[src/rtl/scanseq_pkg.sv]
package scanseq_pkg;

  typedef enum logic [2:0] {
    SQ_IDLE,
    SQ_PICK,
    SQ_CONV,
    SQ_SEND,
    SQ_SOLO
  } sq_state_t;

  // Slot count: single-ended inputs plus both polarities of each pair,
  // or one differential slot when there is no multiplexer.
  function automatic int unsigned scan_slots(input int unsigned inputs);
    return (inputs == 1) ? 1 : 2 * inputs;
  endfunction

  function automatic int unsigned bits_for(input int unsigned n);
    return (n <= 2) ? 1 : $clog2(n);
  endfunction

endpackage

[src/rtl/scan_index_map.sv]
module scan_index_map
  import scanseq_pkg::*;
#(
  parameter int unsigned N_IN = 8,
  parameter int unsigned IW   = 4,
  parameter int unsigned CW   = 3
) (
  input  logic [IW-1:0] slot,
  output logic [CW-1:0] chan,
  output logic          diff
);

  localparam bit NO_MUX = (N_IN == 1);

  always_comb begin
    if (NO_MUX) begin
      chan = '0;
      diff = 1'b1;
    end else if (slot < IW'(N_IN)) begin
      chan = CW'(slot);
      diff = 1'b0;
    end else begin
      // pair slot d: positive input d, negative input d^1
      chan = CW'(slot - IW'(N_IN));
      diff = 1'b1;
    end
  end

endmodule

[src/rtl/scan_mask_pick.sv]
module scan_mask_pick #(
  parameter int unsigned W  = 16,
  parameter int unsigned IW = 4
) (
  input  logic [W-1:0]  pend,
  output logic          any,
  output logic [IW-1:0] first
);

  // lowest pending slot wins, giving ascending order
  always_comb begin
    any   = |pend;
    first = '0;
    for (int i = W - 1; i >= 0; i--) begin
      if (pend[i]) first = IW'(i);
    end
  end

endmodule

[src/rtl/scan_record_mux.sv]
module scan_record_mux #(
  parameter int unsigned NIDX = 16,
  parameter int unsigned TSB  = 8,
  parameter int unsigned CNTW = 5,
  parameter int unsigned PW   = 5
) (
  input  logic [NIDX*8-1:0] samples,
  input  logic [CNTW-1:0]   count,
  input  logic [TSB*8-1:0]  stamp,
  input  logic [PW-1:0]     pos,
  output logic [7:0]        byte_o,
  output logic              last_o
);

  logic [PW-1:0] pad_len;
  logic [PW-1:0] ts_off;
  logic [7:0]    smp_byte;
  logic [7:0]    ts_byte;

  assign pad_len  = (PW'(count) + PW'(TSB - 1)) & ~PW'(TSB - 1);
  assign ts_off   = pos - pad_len;
  assign smp_byte = 8'(samples >> {pos, 3'b000});
  assign ts_byte  = 8'(stamp >> {ts_off, 3'b000});
  assign last_o   = (pos == pad_len + PW'(TSB - 1));

  always_comb begin
    if (pos < pad_len) byte_o = (pos < PW'(count)) ? smp_byte : 8'h00;
    else               byte_o = ts_byte;
  end

endmodule

[src/rtl/scan_sequencer.sv]
module scan_sequencer
  import scanseq_pkg::*;
#(
  parameter int unsigned N_IN = 8,
  parameter int unsigned TSB  = 8,
  localparam int unsigned NIDX = scan_slots(N_IN),
  localparam int unsigned CW   = bits_for(N_IN),
  localparam int unsigned IW   = bits_for(NIDX),
  localparam int unsigned CNTW = $clog2(NIDX + 1),
  localparam int unsigned PW   = $clog2(NIDX + 2 * TSB),
  localparam int unsigned TSW  = TSB * 8
) (
  input  logic            clk,
  input  logic            rst_n,
  input  logic            trig,
  input  logic [NIDX-1:0] scan_mask,
  input  logic [TSW-1:0]  ts_now,
  input  logic            ss_req,
  input  logic [CW-1:0]   ss_chan,
  input  logic            ss_diff,
  output logic            ss_done,
  output logic [7:0]      ss_data,
  output logic            ss_err,
  output logic            conv_req,
  output logic [CW-1:0]   conv_chan,
  output logic            conv_diff,
  input  logic            conv_done,
  input  logic [7:0]      conv_data,
  input  logic            conv_err,
  output logic            m_valid,
  output logic [7:0]      m_data,
  output logic            m_last,
  input  logic            m_ready,
  output logic            scan_done,
  output logic            scan_fail
);

  sq_state_t         state;
  logic [NIDX-1:0]   pend;
  logic [IW-1:0]     cur_slot;
  logic [CNTW-1:0]   count;
  logic [TSW-1:0]    stamp;
  logic [PW-1:0]     pos;
  logic [CW-1:0]     solo_chan;
  logic              solo_diff;
  logic [NIDX*8-1:0] samples;

  logic              pick_any;
  logic [IW-1:0]     pick_slot;
  logic [CW-1:0]     map_chan;
  logic              map_diff;
  logic              store_en;

  scan_mask_pick #(.W(NIDX), .IW(IW)) u_pick (
    .pend  (pend),
    .any   (pick_any),
    .first (pick_slot)
  );

  scan_index_map #(.N_IN(N_IN), .IW(IW), .CW(CW)) u_map (
    .slot (cur_slot),
    .chan (map_chan),
    .diff (map_diff)
  );

  scan_record_mux #(.NIDX(NIDX), .TSB(TSB), .CNTW(CNTW), .PW(PW)) u_rec (
    .samples (samples),
    .count   (count),
    .stamp   (stamp),
    .pos     (pos),
    .byte_o  (m_data),
    .last_o  (m_last)
  );

  assign conv_req  = (state == SQ_CONV) || (state == SQ_SOLO);
  assign conv_chan = (state == SQ_SOLO) ? solo_chan : map_chan;
  assign conv_diff = (state == SQ_SOLO) ? solo_diff : map_diff;
  assign m_valid   = (state == SQ_SEND);
  assign store_en  = (state == SQ_CONV) && conv_done && !conv_err;

  // one byte register per slot, written at the next free position
  for (genvar g = 0; g < NIDX; g++) begin : g_slot
    logic [7:0] q;
    always_ff @(posedge clk or negedge rst_n) begin
      if (!rst_n)                             q <= '0;
      else if (store_en && count == CNTW'(g)) q <= conv_data;
    end
    assign samples[g*8 +: 8] = q;
  end

  always_ff @(posedge clk or negedge rst_n) begin
    if (!rst_n) begin
      state     <= SQ_IDLE;
      pend      <= '0;
      cur_slot  <= '0;
      count     <= '0;
      stamp     <= '0;
      pos       <= '0;
      solo_chan <= '0;
      solo_diff <= 1'b0;
      scan_done <= 1'b0;
      scan_fail <= 1'b0;
      ss_done   <= 1'b0;
      ss_data   <= '0;
      ss_err    <= 1'b0;
    end else begin
      scan_done <= 1'b0;
      scan_fail <= 1'b0;
      ss_done   <= 1'b0;
      unique case (state)
        SQ_IDLE: begin
          if (trig) begin
            pend  <= scan_mask;
            stamp <= ts_now;
            count <= '0;
            state <= SQ_PICK;
          end else if (ss_req) begin
            solo_chan <= ss_chan;
            solo_diff <= ss_diff;
            state     <= SQ_SOLO;
          end
        end
        SQ_PICK: begin
          if (pick_any) begin
            cur_slot <= pick_slot;
            pend     <= pend & ~(NIDX'(1) << pick_slot);
            state    <= SQ_CONV;
          end else begin
            pos   <= '0;
            state <= SQ_SEND;
          end
        end
        SQ_CONV: begin
          if (conv_done) begin
            if (conv_err) begin
              scan_done <= 1'b1;
              scan_fail <= 1'b1;
              state     <= SQ_IDLE;
            end else begin
              count <= count + 1'b1;
              state <= SQ_PICK;
            end
          end
        end
        SQ_SEND: begin
          if (m_ready) begin
            if (m_last) begin
              scan_done <= 1'b1;
              state     <= SQ_IDLE;
            end else begin
              pos <= pos + 1'b1;
            end
          end
        end
        SQ_SOLO: begin
          if (conv_done) begin
            ss_done <= 1'b1;
            ss_data <= conv_data;
            ss_err  <= conv_err;
            state   <= SQ_IDLE;
          end
        end
        default: state <= SQ_IDLE;
      endcase
    end
  end

endmodule

[config.mk]
export PLATFORM = sky130hd
export DESIGN_NAME = scan_sequencer
export DESIGN_NICKNAME = d
export VERILOG_FILES = /design/src/rtl/scanseq_pkg.sv /design/src/rtl/scan_index_map.sv /design/src/rtl/scan_mask_pick.sv /design/src/rtl/scan_record_mux.sv /design/src/rtl/scan_sequencer.sv
export SDC_FILE = /design/constraint.sdc
export NUM_CORES = 1
export LEC_CHECK = 0
export CAP_MARGIN = 40
export CORE_MARGIN = 3
export CORE_UTILIZATION = 57
export CTS_BUF_LIST = sky130_fd_sc_hd__clkbuf_16
export DETAILED_ROUTE_END_ITERATION = 16
export GPL_TIMING_DRIVEN = 0
export PLACE_DENSITY = 0.8
export SLEW_MARGIN = 20
export SYNTH_ARGS = -nofsm -noshare
export SYNTH_HDL_FRONTEND = slang
export SYNTH_HIERARCHICAL = 1
export SYNTH_SLANG_ARGS = --single-unit
export TNS_END_PERCENT = 5
[constraint.sdc]
create_clock -name clk -period 3.08 [get_ports clk]
set_input_delay 0.308 -clock clk [delete_from_list [all_inputs] [get_ports clk]]
set_output_delay 0.308 -clock clk [all_outputs]
set_load 0.01 [all_outputs]
==> flow_summary_export.csv, run 1 <==
group,metric,value,unit
detailed_routing,dr.pass1.iters,5,
synthesis,post_synth.cell_area_avg,14.5,sq um
synthesis,ys_types,57,
timing,hold_violations,0,
setup_path,worstPathRequired,2770,ps
cells_and_area,nFillCells,1278,
setup_path,cp-start-kind,"register",
outcome,outcome,"finished, violations left",
cells_and_area,antennaDiodeCount,0,
clock_tree,tritoncts,"done",
worst_hold_path,hold_class,"in -> reg",
synthesis,ys_seq_elements,241,
setup_path,worstPathCellList,"nor3_4, xnor2_1, ha_1, inv_1, fa_2, a2111oi_4, o21ai_4, buf_6, o22ai_2, buf_2",
synthesis,synth_nets,917,
detailed_routing,drt_iter0_drc,533,
cells_and_area,area_growth,23.4,%
detailed_routing,post_drt_wl_per_cell,22.4,um
cells_and_area,seq_area,0.00603,sq mm
worst_hold_path,hold_start,"conv_done",
setup_path,critPathArrivalTime,2820,ps
synthesis,synth_compound_area_share,6.27,%
job,maxCapViolCount,0,
global_route,track_usage,25.6,%
worst_hold_path,holdPathEnd,"scan_fail",
timing,fin_hold_ws,245,ps
timing,worst_slew_pin_slew,852,ps
setup_path,rrSetupSlack,500,ps
setup_path,timing.rr.start,"state[2]",
synthesis,yosysSeqAreaShare,51.8,%
floorplanning,die_area,0.0222,sq mm
floorplanning,die_w,149,um
synthesis,synthCells,805,
clock_tree,clock_latency,530,ps
setup_path,cp_num_cells,10,
detailed_routing,via_count,7759,
timing,rsz0062_at_grt,"true",
timing,period_minus_slack,3130,ps
floorplanning,start_util,58.9,%
cells_and_area,multiInputGateArea,0.00537,sq mm
synthesis,muxShareOfSynthArea,30.9,%
outcome,violations,"negative setup slack",
clock_tree,cts_root_buffer,"clkbuf_16",
clock_tree,clockBufferDepth,3,
global_route,grt_overflow,0,
synthesis,syn_area,0.0117,sq mm
synthesis,async_flop_share,100,%
setup_path,cp_slowest_cell,"dfrtp_2",
timing,max_freq,0.320,GHz
setup_path,critPathCaptureType,"primary output",
setup_path,path_delay_family,"compound AO/OA/AOI/OAI gates",
timing,slew_headroom,43.0,%
detailed_routing,drc,0,
global_route,antenna_found_initial,0,
synthesis,post_synth_xor_area_fraction,0.301,%
clock_tree,path_clk_slew,60,ps
setup_path,path_class,"reg -> out",
setup_path,crit_buf_inv,3,
setup_path,r2r_cells,5,
global_route,grt_pass1_wl,44500,um
clock_tree,htree_levels,1,
placed_design,numPortBuffers,124,
setup_path,regToRegEndpoint,"g_slot[6].q[7]",
synthesis,synth_top_family_by_area,"multiplexers",
worst_hold_path,hold_depth,2,
global_route,grt_start_max_net_pins,99,
timing,min_period_over_period,102,%
cells_and_area,nets,1080,
setup_path,max_stage_delay,460,ps
placed_design,place.detailed.hpwl,18900,um
timing,skew,15.8,ps
detailed_routing,ant_nets,0,
power_and_ir_drop,power,13.0,mW
synthesis,synth-simple-area-share,6.23,%
timing,final.setup.worst_slack,-47.2,ps
floorplanning,coreArea,0.0198,sq mm
timing,slew_viol_final,0,
setup_path,critPathMaxFanout,5,
power_and_ir_drop,power_leakage,6.45,nW
detailed_routing,route.final.wire_length,28000,um
floorplanning,die_height,149,um
power_and_ir_drop,irDropWorstVdd,0.567,mV
clock_tree,cts_buffers,25,
synthesis,synthFlopType,"dfrtp_1",
detailed_routing,vias_per_cell,6.20,
floorplanning,rows,51,
synthesis,synth_adder_area_share,1.46,%
synthesis,synth_enable_flop_cells,0,
power_and_ir_drop,power_density,902,mW/mm^2
global_route,grt_pass1_vias,7860,
timing,finalSetupViolCount,8,
floorplanning,ioPinCount,126,
cells_and_area,drive_above_1_share,36.5,%
timing,tns,-191,ps
placed_design,place_congestion,0.898,
clock_tree,clock_sinks,241,
synthesis,ys_warn_count,6,
setup_path,critPathLaunch,"count[2]",
-- cells in the mapped netlist (2+ instances only) --
library cell    n  area (sq um)
and2_1          2          12.5
buf_2           8          40.0
clkbuf_1       31           116
nor4_4          2          42.5
nand3b_1        4          30.0
nor2_1         25          93.8
mux4_2         39           878
nor3_4          5          81.3
mux2i_1         9          90.1
buf_1           2          7.51
xnor2_1         4          35.0
o211a_1         9          90.1
o22ai_1        11          68.8
inv_1          19          71.3
a21oi_1         7          35.0
a221o_1        16           160
a22o_1         16           140
buf_4           4          30.0
o311a_1         7          70.1
nand2_1        13          48.8
dfrtp_1       241          6030
nor3_1          3          15.0
nand4_1         9          56.3
nand3_1         9          45.0
ha_1           12           150
mux4_1          9           236
o21ai_0         6          30.0
mux2_2        212          2390
and3_1          7          43.8
buf_6           5          56.3
nand2b_1       15          93.8
nor3b_1         4          30.0
a31oi_1        10          62.6
nor2b_1         7          43.8
-- timing repair --
action | 4_1_cts | 5_1_grt
gates resized for setup | 52 | 9
hold buffers | 1 | 0
endpoints found under the setup margin | 9 | 9
buffers inserted | 6 | 1
gates cloned | 0 | 0
endpoints found under the hold margin | 66 | 0
pin swaps | 3 | 2
-- layout by cell type (no fill, tap or decap), drive strengths merged, types with 9 or more instances in the layout --
master	n
a221o	16
a22o	16
a31oi	10
buf	41
clkbuf	55
clkdlybuf4s50	115
clkinv	9
dfrtp	241
ha	12
inv	21
mux2	213
mux2i	9
mux4	48
nand2	13
nand2b	15
nand3	9
nand4	9
nor2	26
o211a	9
o22ai	11
-- worst register-to-register path, cell delays in order (launching register included) --
cell and delay (ps):
dfrtp_1 350, clkbuf_1 180, nor3b_2 350, clkbuf_1 380
nand4_1 680, mux2_2 520
-- how the worst max path moves through the flow --
| stage | endpoint | slack [ps] |
|---|---|---|
| floorplan | m_data[0] | 570 |
| global placement | stamp[18] | -8590 |
| detailed placement | m_data[4] | -420 |
| global route | m_data[3] | -140 |
| CTS | m_data[3] | -100 |
| finish | m_data[3] | -50 |
-- metrics by stage --
step	utilization, %	setup slack (ps)	area (sq um)	std cells
2_1_floorplan	-	566	11700	805
3_3_place_gp	66.9	-8590	13200	1194
3_5_place_dp	67.2	-423	13300	1197
4_1_cts	72.5	-104	14300	1250
5_1_grt	72.7	-143	14400	1252
6_report	72.7	-47.2	14400	1252
-- area by class of cell --
type	count	area share, %
Timing Repair Buffer	136	9.43
Tap cell	265	2.31
Clock inverter	21	2.15
Inverter	19	0.496
Clock buffer	25	4.35
Buffer	52	2.00
Multi-Input combinational cell	493	37.3
Sequential cell	241	42.0
-- state kept, by name (all words and copies together) (netlist names) --
signal     flops
ss_err         1
scan_done      1
state          3
scan_fail      1
ss_done        1
pos            5
solo_diff      1
g_slot.q     128
pend          16
stamp         64
ss_data        8
cur_slot       4
count          5
solo_chan      3
-- power by group --
part	switching (mW)	leakage, nW	internal, mW
clock	1.28	0.459	2.15
combinational	2.43	2.85	2.58
sequential	0.541	3.14	4.00
total	4.24	6.45	8.73
-- routing by layer --
metal | wire (um) | global-route usage (%)
met1 | 11900 | 36.6
met4 | 619 | 5.77
met3 | 2200 | 5.20
met2 | 13300 | 41.3
met5 | 0 | 0
-- cell families (layout without fill, tap and decap cells) --
family          Yosys count  count (layout)
flops                   241             241
fa+ha+maj                13              13
buf+inv                  71             253
xor+xnor                  4               4
simple gates            115             115
mux                     270             270
compound gates           91              91
Power figures use the tool's default switching activity.
==> inputs of run 2 (changes only) <==
--- a/config.mk
+++ b/config.mk
@@ -12,6 +12,8 @@
 export DETAILED_ROUTE_END_ITERATION = 16
 export GPL_TIMING_DRIVEN = 0
 export PLACE_DENSITY = 0.8
+export SKIP_CTS_REPAIR_TIMING = 1
+export SKIP_LAST_GASP = 1
 export SLEW_MARGIN = 20
 export SYNTH_ARGS = -nofsm -noshare
 export SYNTH_HDL_FRONTEND = slang
==> run 2 against run 1 <==
  * The run still ends with negative setup slack left
  * Sequential cell count stayed put
  * Power fell by 0.43%
  * Non-clock buffer count stayed put
  * Hold slack improved by 0.52 ps
  * Register-to-register slack worse by 40 ps
  * Global-route usage shrank 0.27 points
  * Sequential power about the same
  * Highest routed layer unchanged
==> flow_summary_export.csv, run 2 (synthesis gave the netlist of run 1 again) <==
group,metric,value,unit
global_route,use_met1,36.3,%
power_and_ir_drop,p_comb_share,38.2,%
setup_path,cp-start-kind,"register",
timing,min_period_over_period,105,%
power_and_ir_drop,power_frac_seq,35.2,%
floorplanning,die_area,0.0222,sq mm
power_and_ir_drop,power,12.9,mW
timing,period_minus_slack,3240,ps
detailed_routing,via_count,7698,
timing,final.setup.worst_slack,-163,ps
placed_design,place_inst,1197,
detailed_routing,vias_per_cell,6.15,
setup_path,worstPathCellList,"nor3_4, xnor2_1, ha_1, inv_1, fa_2, a2111oi_4, o21ai_4, buf_4, o22ai_2, buf_2",
clock_tree,clock_sinks,241,
worst_hold_path,hold_class,"in -> reg",
power_and_ir_drop,irDropWorstVdd,0.564,mV
cells_and_area,finalNonFillerCells,1252,
setup_path,timing.rr.start,"state[2]",
setup_path,path_class,"reg -> out",
cells_and_area,nets,1080,
clock_tree,path_clk_slew,60,ps
placed_design,numPortBuffers,124,
power_and_ir_drop,clkPwrFrac,26.5,%
cells_and_area,area_growth,23.2,%
clock_tree,cts_root_buffer,"clkbuf_16",
global_route,grt_overflow,0,
floorplanning,rows,51,
cells_and_area,layout_commonest_cell,"dfrtp_1",
clock_tree,clockBufferDepth,3,
cells_and_area,nFillCells,1282,
power_and_ir_drop,power_leakage,6.44,nW
clock_tree,cts_buffers,25,
outcome,outcome,"finished, violations left",
cells_and_area,drive_above_1_share,36.2,%
timing,hold_violations,0,
floorplanning,coreArea,0.0198,sq mm
floorplanning,ioPinCount,126,
cells_and_area,antennaDiodeCount,0,
setup_path,cp_slowest_cell,"dfrtp_2",
power_and_ir_drop,internal_power,8.70,mW
global_route,grt_start_max_net_pins,99,
global_route,antenna_found_initial,0,
detailed_routing,route.final.wire_length,27900,um
timing,worst_slew_pin_slew,798,ps
clock_tree,tritoncts,"done",
setup_path,critPathArrivalTime,2930,ps
global_route,grt_use_met3,4.80,%
global_route,top_usage_layer,"met2",
global_route,grt_use_met2,41.1,%
timing,slew_headroom,46.6,%
floorplanning,start_util,58.9,%
cells_and_area,final_core_util,72.6,%
timing,skew,14.3,ps
outcome,violations,"negative setup slack",
setup_path,max_stage_delay,460,ps
global_route,grt_pass1_wl,44200,um
floorplanning,die_w,149,um
timing,slew_viol_final,0,
global_route,grt_pass1_vias,7786,
power_and_ir_drop,p_sw,4.22,mW
setup_path,critPathLaunch,"count[0]",
placed_design,place_congestion,0.898,
worst_hold_path,hold_start,"conv_done",
power_and_ir_drop,power_density,900,mW/mm^2
detailed_routing,drt_iter0_drc,497,
cells_and_area,largest_register,"g_slot.q",
placed_design,place.detailed.hpwl,18900,um
cells_and_area,layout_common_cells,"239 x dfrtp_1, 212 x mux2_2, 115 x clkdlybuf4s50_1",
floorplanning,die_height,149,um
clock_tree,clock_latency,530,ps
job,maxCapViolCount,0,
global_route,track_usage,25.4,%
clock_tree,htree_levels,1,
timing,max_freq,0.308,GHz
cells_and_area,largest_register_ffs,128,
setup_path,worstPathRequired,2770,ps
setup_path,critPathMaxFanout,5,
detailed_routing,drc,0,
cells_and_area,reg.largest.list,"g_slot.q (128), stamp (64), pend (16)",
detailed_routing,ant_nets,0,
detailed_routing,post_drt_wl_per_cell,22.3,um
timing,finalSetupViolCount,8,
timing,rsz0062_at_grt,"true",
setup_path,critPathCaptureType,"primary output",
power_and_ir_drop,swShare,32.7,%
detailed_routing,dr.pass1.iters,5,
[run 2: cell count changes in the layout (fill, tap and decap cells not counted), sizes merged]
cell | previous run | this run
clkbuf | 55 | 57
buf | 41 | 39
[run 2: cell type report]
class / instances / area, sq um / area share, %
multi-input combinational: 493 / 5360 / 37.3
buffer: 52 / 287 / 2.00
tap: 265 / 332 / 2.31
timing repair buffer: 136 / 1340 / 9.35
clock buffer: 25 / 626 / 4.36
inverter: 19 / 71.3 / 0.497
sequential: 241 / 6030 / 42.0
clock inverter: 21 / 309 / 2.15
[run 2: metal layers]
layer / routed length (um) / share of wire (%)
met5: 0 / 0
met3: 2010 / 7.2
met1: 12100 / 43
met2: 13300 / 47
met4: 560 / 2.0
[run 2: path summary, 6_finish.rpt]
path | end | slack [ps] | cells after the start
max in group asynchronous | stamp[1] | 1900 | 3
min | scan_fail | 250 | 2
max reg2reg | g_slot[6].q[7] | 460 | 5
min reg2reg | g_slot[1].q[2] | 500 | 1
min in group asynchronous | ss_err | 340 | 2
max | m_data[2] | -160 | 10
[run 2: power groups by stage]
| stage | Sequential (mW) | Clock [mW] | Combinational [mW] |
|---|---|---|---|
| floorplan | 4.43 | 0 | 3.21 |
| global route | 4.65 | 3.60 | 5.29 |
| finish | 4.55 | 3.43 | 4.94 |
| CTS | 4.54 | 3.47 | 4.82 |
| detailed placement | 4.58 | 0 | 4.79 |
| global placement | 4.54 | 0 | 4.67 |
[run 2: metrics by stage]
step | area (sq um) | hold WS [ps] | setup TNS (ps) | setup WS (ps)
2_1_floorplan | 11700 | 12.4 | 0 | 566
3_3_place_gp | 13200 | 469 | -2069860 | -8590
3_5_place_dp | 13300 | 298 | -2760 | -423
4_1_cts | 14200 | -245 | -7520 | -968
5_1_grt | 14400 | 257 | -2090 | -261
6_report | 14400 | 246 | -1190 | -163
[run 2: critical path: cells and delay by family, from the launching register on]
| family | cells | cell delay, ps |
|---|---|---|
| adders and majority gates | 2 | 530 |
| buffers and inverters | 3 | 390 |
| AOI/OAI and AO/OA | 3 | 650 |
| and+or+nand+nor | 1 | 220 |
| xor gates and xnor gates | 1 | 150 |
| DFF | 1 | 460 |
==> inputs of run 3 (changes only) <==
--- a/config.mk
+++ b/config.mk
@@ -9,9 +9,11 @@
 export CORE_MARGIN = 3
 export CORE_UTILIZATION = 57
 export CTS_BUF_LIST = sky130_fd_sc_hd__clkbuf_16
+export CTS_CLUSTER_DIAMETER = 30
 export DETAILED_ROUTE_END_ITERATION = 16
 export GPL_TIMING_DRIVEN = 0
 export PLACE_DENSITY = 0.8
+export REMOVE_ABC_BUFFERS = 1
 export SKIP_CTS_REPAIR_TIMING = 1
 export SKIP_LAST_GASP = 1
 export SLEW_MARGIN = 20
==> run 3 against run 2 <==
  * The run still ends with negative setup slack left
  * Highest routed layer unchanged
  * Register-to-register slack got worse by 370 ps
  * Non-clock buffer count is 33 lower
  * Power up 13%
  * Hold slack improved by 98 ps
  * Setup slack gained 57 ps
  * Global-route usage down 0.53 points
  * Combinational power fell by 7.3%
  * Sequential cell count is the same
  * Utilization increased by 3.0 points
==> flow_summary_export.csv, run 3 (synthesis gave the netlist of run 1 again) <==
group,metric,value,unit
power_and_ir_drop,power_leakage,6.74,nW
floorplanning,die_height,149,um
outcome,outcome,"finished, violations left",
timing,worst_slew_pin_slew,902,ps
cells_and_area,largest_register,"g_slot.q",
clock_tree,clock_latency,540,ps
clock_tree,htree_levels,2,
clock_tree,path_clk_slew,50,ps
global_route,track_usage,24.8,%
floorplanning,die_w,149,um
global_route,grt_pass1_vias,8122,
global_route,antenna_found_initial,0,
cells_and_area,layout_commonest_cell,"dfrtp_1",
cells_and_area,nets,1070,
job,maxCapViolCount,0,
setup_path,critPathCaptureType,"primary output",
cells_and_area,layout_common_cells,"235 x dfrtp_1, 212 x mux2_2, 116 x clkdlybuf4s50_1",
clock_tree,cts_buffers,48,
power_and_ir_drop,irDropWorstVdd,0.661,mV
timing,period_minus_slack,3190,ps
setup_path,regToRegEndpoint,"stamp[39]",
power_and_ir_drop,swShare,31.6,%
clock_tree,tritoncts,"done",
timing,skew,21.4,ps
timing,finalSetupViolCount,8,
setup_path,critPathArrivalTime,2880,ps
setup_path,cp-start-kind,"register",
timing,min_period_over_period,103,%
floorplanning,rows,51,
timing,hold_violations,0,
setup_path,timing.rr.start,"state[1]",
power_and_ir_drop,power_density,973,mW/mm^2
cells_and_area,antennaDiodeCount,0,
cells_and_area,finalNonFillerCells,1262,
clock_tree,clockBufferDepth,3,
power_and_ir_drop,clkPwrFrac,35.6,%
cells_and_area,drive_above_1_share,39.9,%
placed_design,place_inst,1163,
cells_and_area,reg.largest.list,"g_slot.q (128), stamp (64), pend (16)",
power_and_ir_drop,p_comb_share,31.5,%
timing,slew_headroom,39.7,%
placed_design,place_congestion,0.789,
setup_path,path_class,"reg -> out",
detailed_routing,vias_per_cell,6.11,
placed_design,post-place-ws,-432,ps
detailed_routing,drc,0,
setup_path,worstPathRequired,2770,ps
setup_path,r2r_cells,8,
clock_tree,cts_root_buffer,"clkbuf_16",
cells_and_area,area_growth,28.3,%
setup_path,rrSetupSlack,90,ps
detailed_routing,via_count,7715,
timing,rsz0062_at_grt,"true",
setup_path,critPathLaunch,"count[0]",
power_and_ir_drop,power,14.5,mW
setup_path,critPathMaxFanout,8,
global_route,grt_pass1_wl,43300,um
timing,fin_hold_ws,344,ps
floorplanning,ioPinCount,126,
cells_and_area,largest_register_ffs,128,
outcome,violations,"negative setup slack",
timing,final.setup.worst_slack,-105,ps
clock_tree,clock_sinks,241,
detailed_routing,dr.pass1.iters,4,
detailed_routing,ant_nets,0,
power_and_ir_drop,p_sw,4.59,mW
detailed_routing,drt_iter0_drc,406,
power_and_ir_drop,power_frac_seq,32.9,%
placed_design,place_area,0.0132,sq mm
floorplanning,coreArea,0.0198,sq mm
power_and_ir_drop,internal_power,9.95,mW
global_route,grt_start_max_net_pins,87,
timing,slew_viol_final,0,
cells_and_area,nFillCells,1201,
cells_and_area,finalInstanceArea,0.0149,sq mm
placed_design,place.detailed.hpwl,17200,um
floorplanning,start_util,58.9,%
floorplanning,die_area,0.0222,sq mm
placed_design,numPortBuffers,125,
timing,max_freq,0.314,GHz
detailed_routing,post_drt_wl_per_cell,21.9,um
detailed_routing,route.final.wire_length,27600,um
worst_hold_path,hold_class,"in -> async",
global_route,grt_overflow,0,
run 3: cell types whose count changed in the layout (fill, tap and decap cells not counted), sizes merged:
cell	change
clkdlybuf4s15	-1
bufinv	-1
buf	-1
clkbuf	-9
clkinvlp	+5
inv	+9
clkdlybuf4s50	+1
clkinv	+7
run 3: cell type report:
class / instances / area (sq um) / share of cell area, %
Multi-Input combinational cell: 493 / 5360 / 35.8
Clock buffer: 48 / 1200 / 8.04
Sequential cell: 241 / 6050 / 40.4
Inverter: 19 / 71.3 / 0.477
Clock inverter: 41 / 429 / 2.87
Tap cell: 265 / 332 / 2.22
Timing Repair Buffer: 155 / 1510 / 10.1
run 3: power by group through the flow:
stage | Combinational (mW) | Sequential [mW] | Clock [mW]
5_1_grt | 4.89 | 4.89 | 5.42
6_report | 4.58 | 4.78 | 5.18
4_1_cts | 4.35 | 4.86 | 5.23
3_5_place_dp | 4.29 | 4.89 | 0
3_3_place_gp | 3.81 | 4.86 | 0
2_1_floorplan | 2.76 | 4.68 | 0
run 3: worst max path at each step:
stage                     end  slack (ps)
finish              m_data[2]        -110
global route        m_data[2]        -170
CTS                 m_data[6]       -1060
detailed placement  m_data[3]        -430
global placement     pend[12]      -14120
floorplan             pend[0]       -8140
run 3: critical path: stages, from the launching register on:
cell	delay (ps)
dfrtp_2	450
nor3_4	200
xnor2_1	150
ha_2	200
inv_1	60
fa_2	420
a2111oi_4	200
o21ai_1	110
buf_4	190
o22ai_2	170
buf_2	180
run 3: metal layers:
metal / track usage (%) / part of all wire [%]
met1: 32.6 / 41
met2: 42.0 / 51
met3: 5.96 / 6.5
met4: 6.41 / 1.7
met5: 0 / 0
run 3: stage by stage:
| step | util [%] | TNS, ps |
|---|---|---|
| 4_1_cts | 74.8 | -8610 |
| 3_5_place_dp | 66.6 | -3650 |
| 3_3_place_gp | 65.5 | -3007440 |
| 5_1_grt | 75.6 | -1810 |
| 6_report | 75.6 | -617 |
| 2_1_floorplan | - | -545080 |
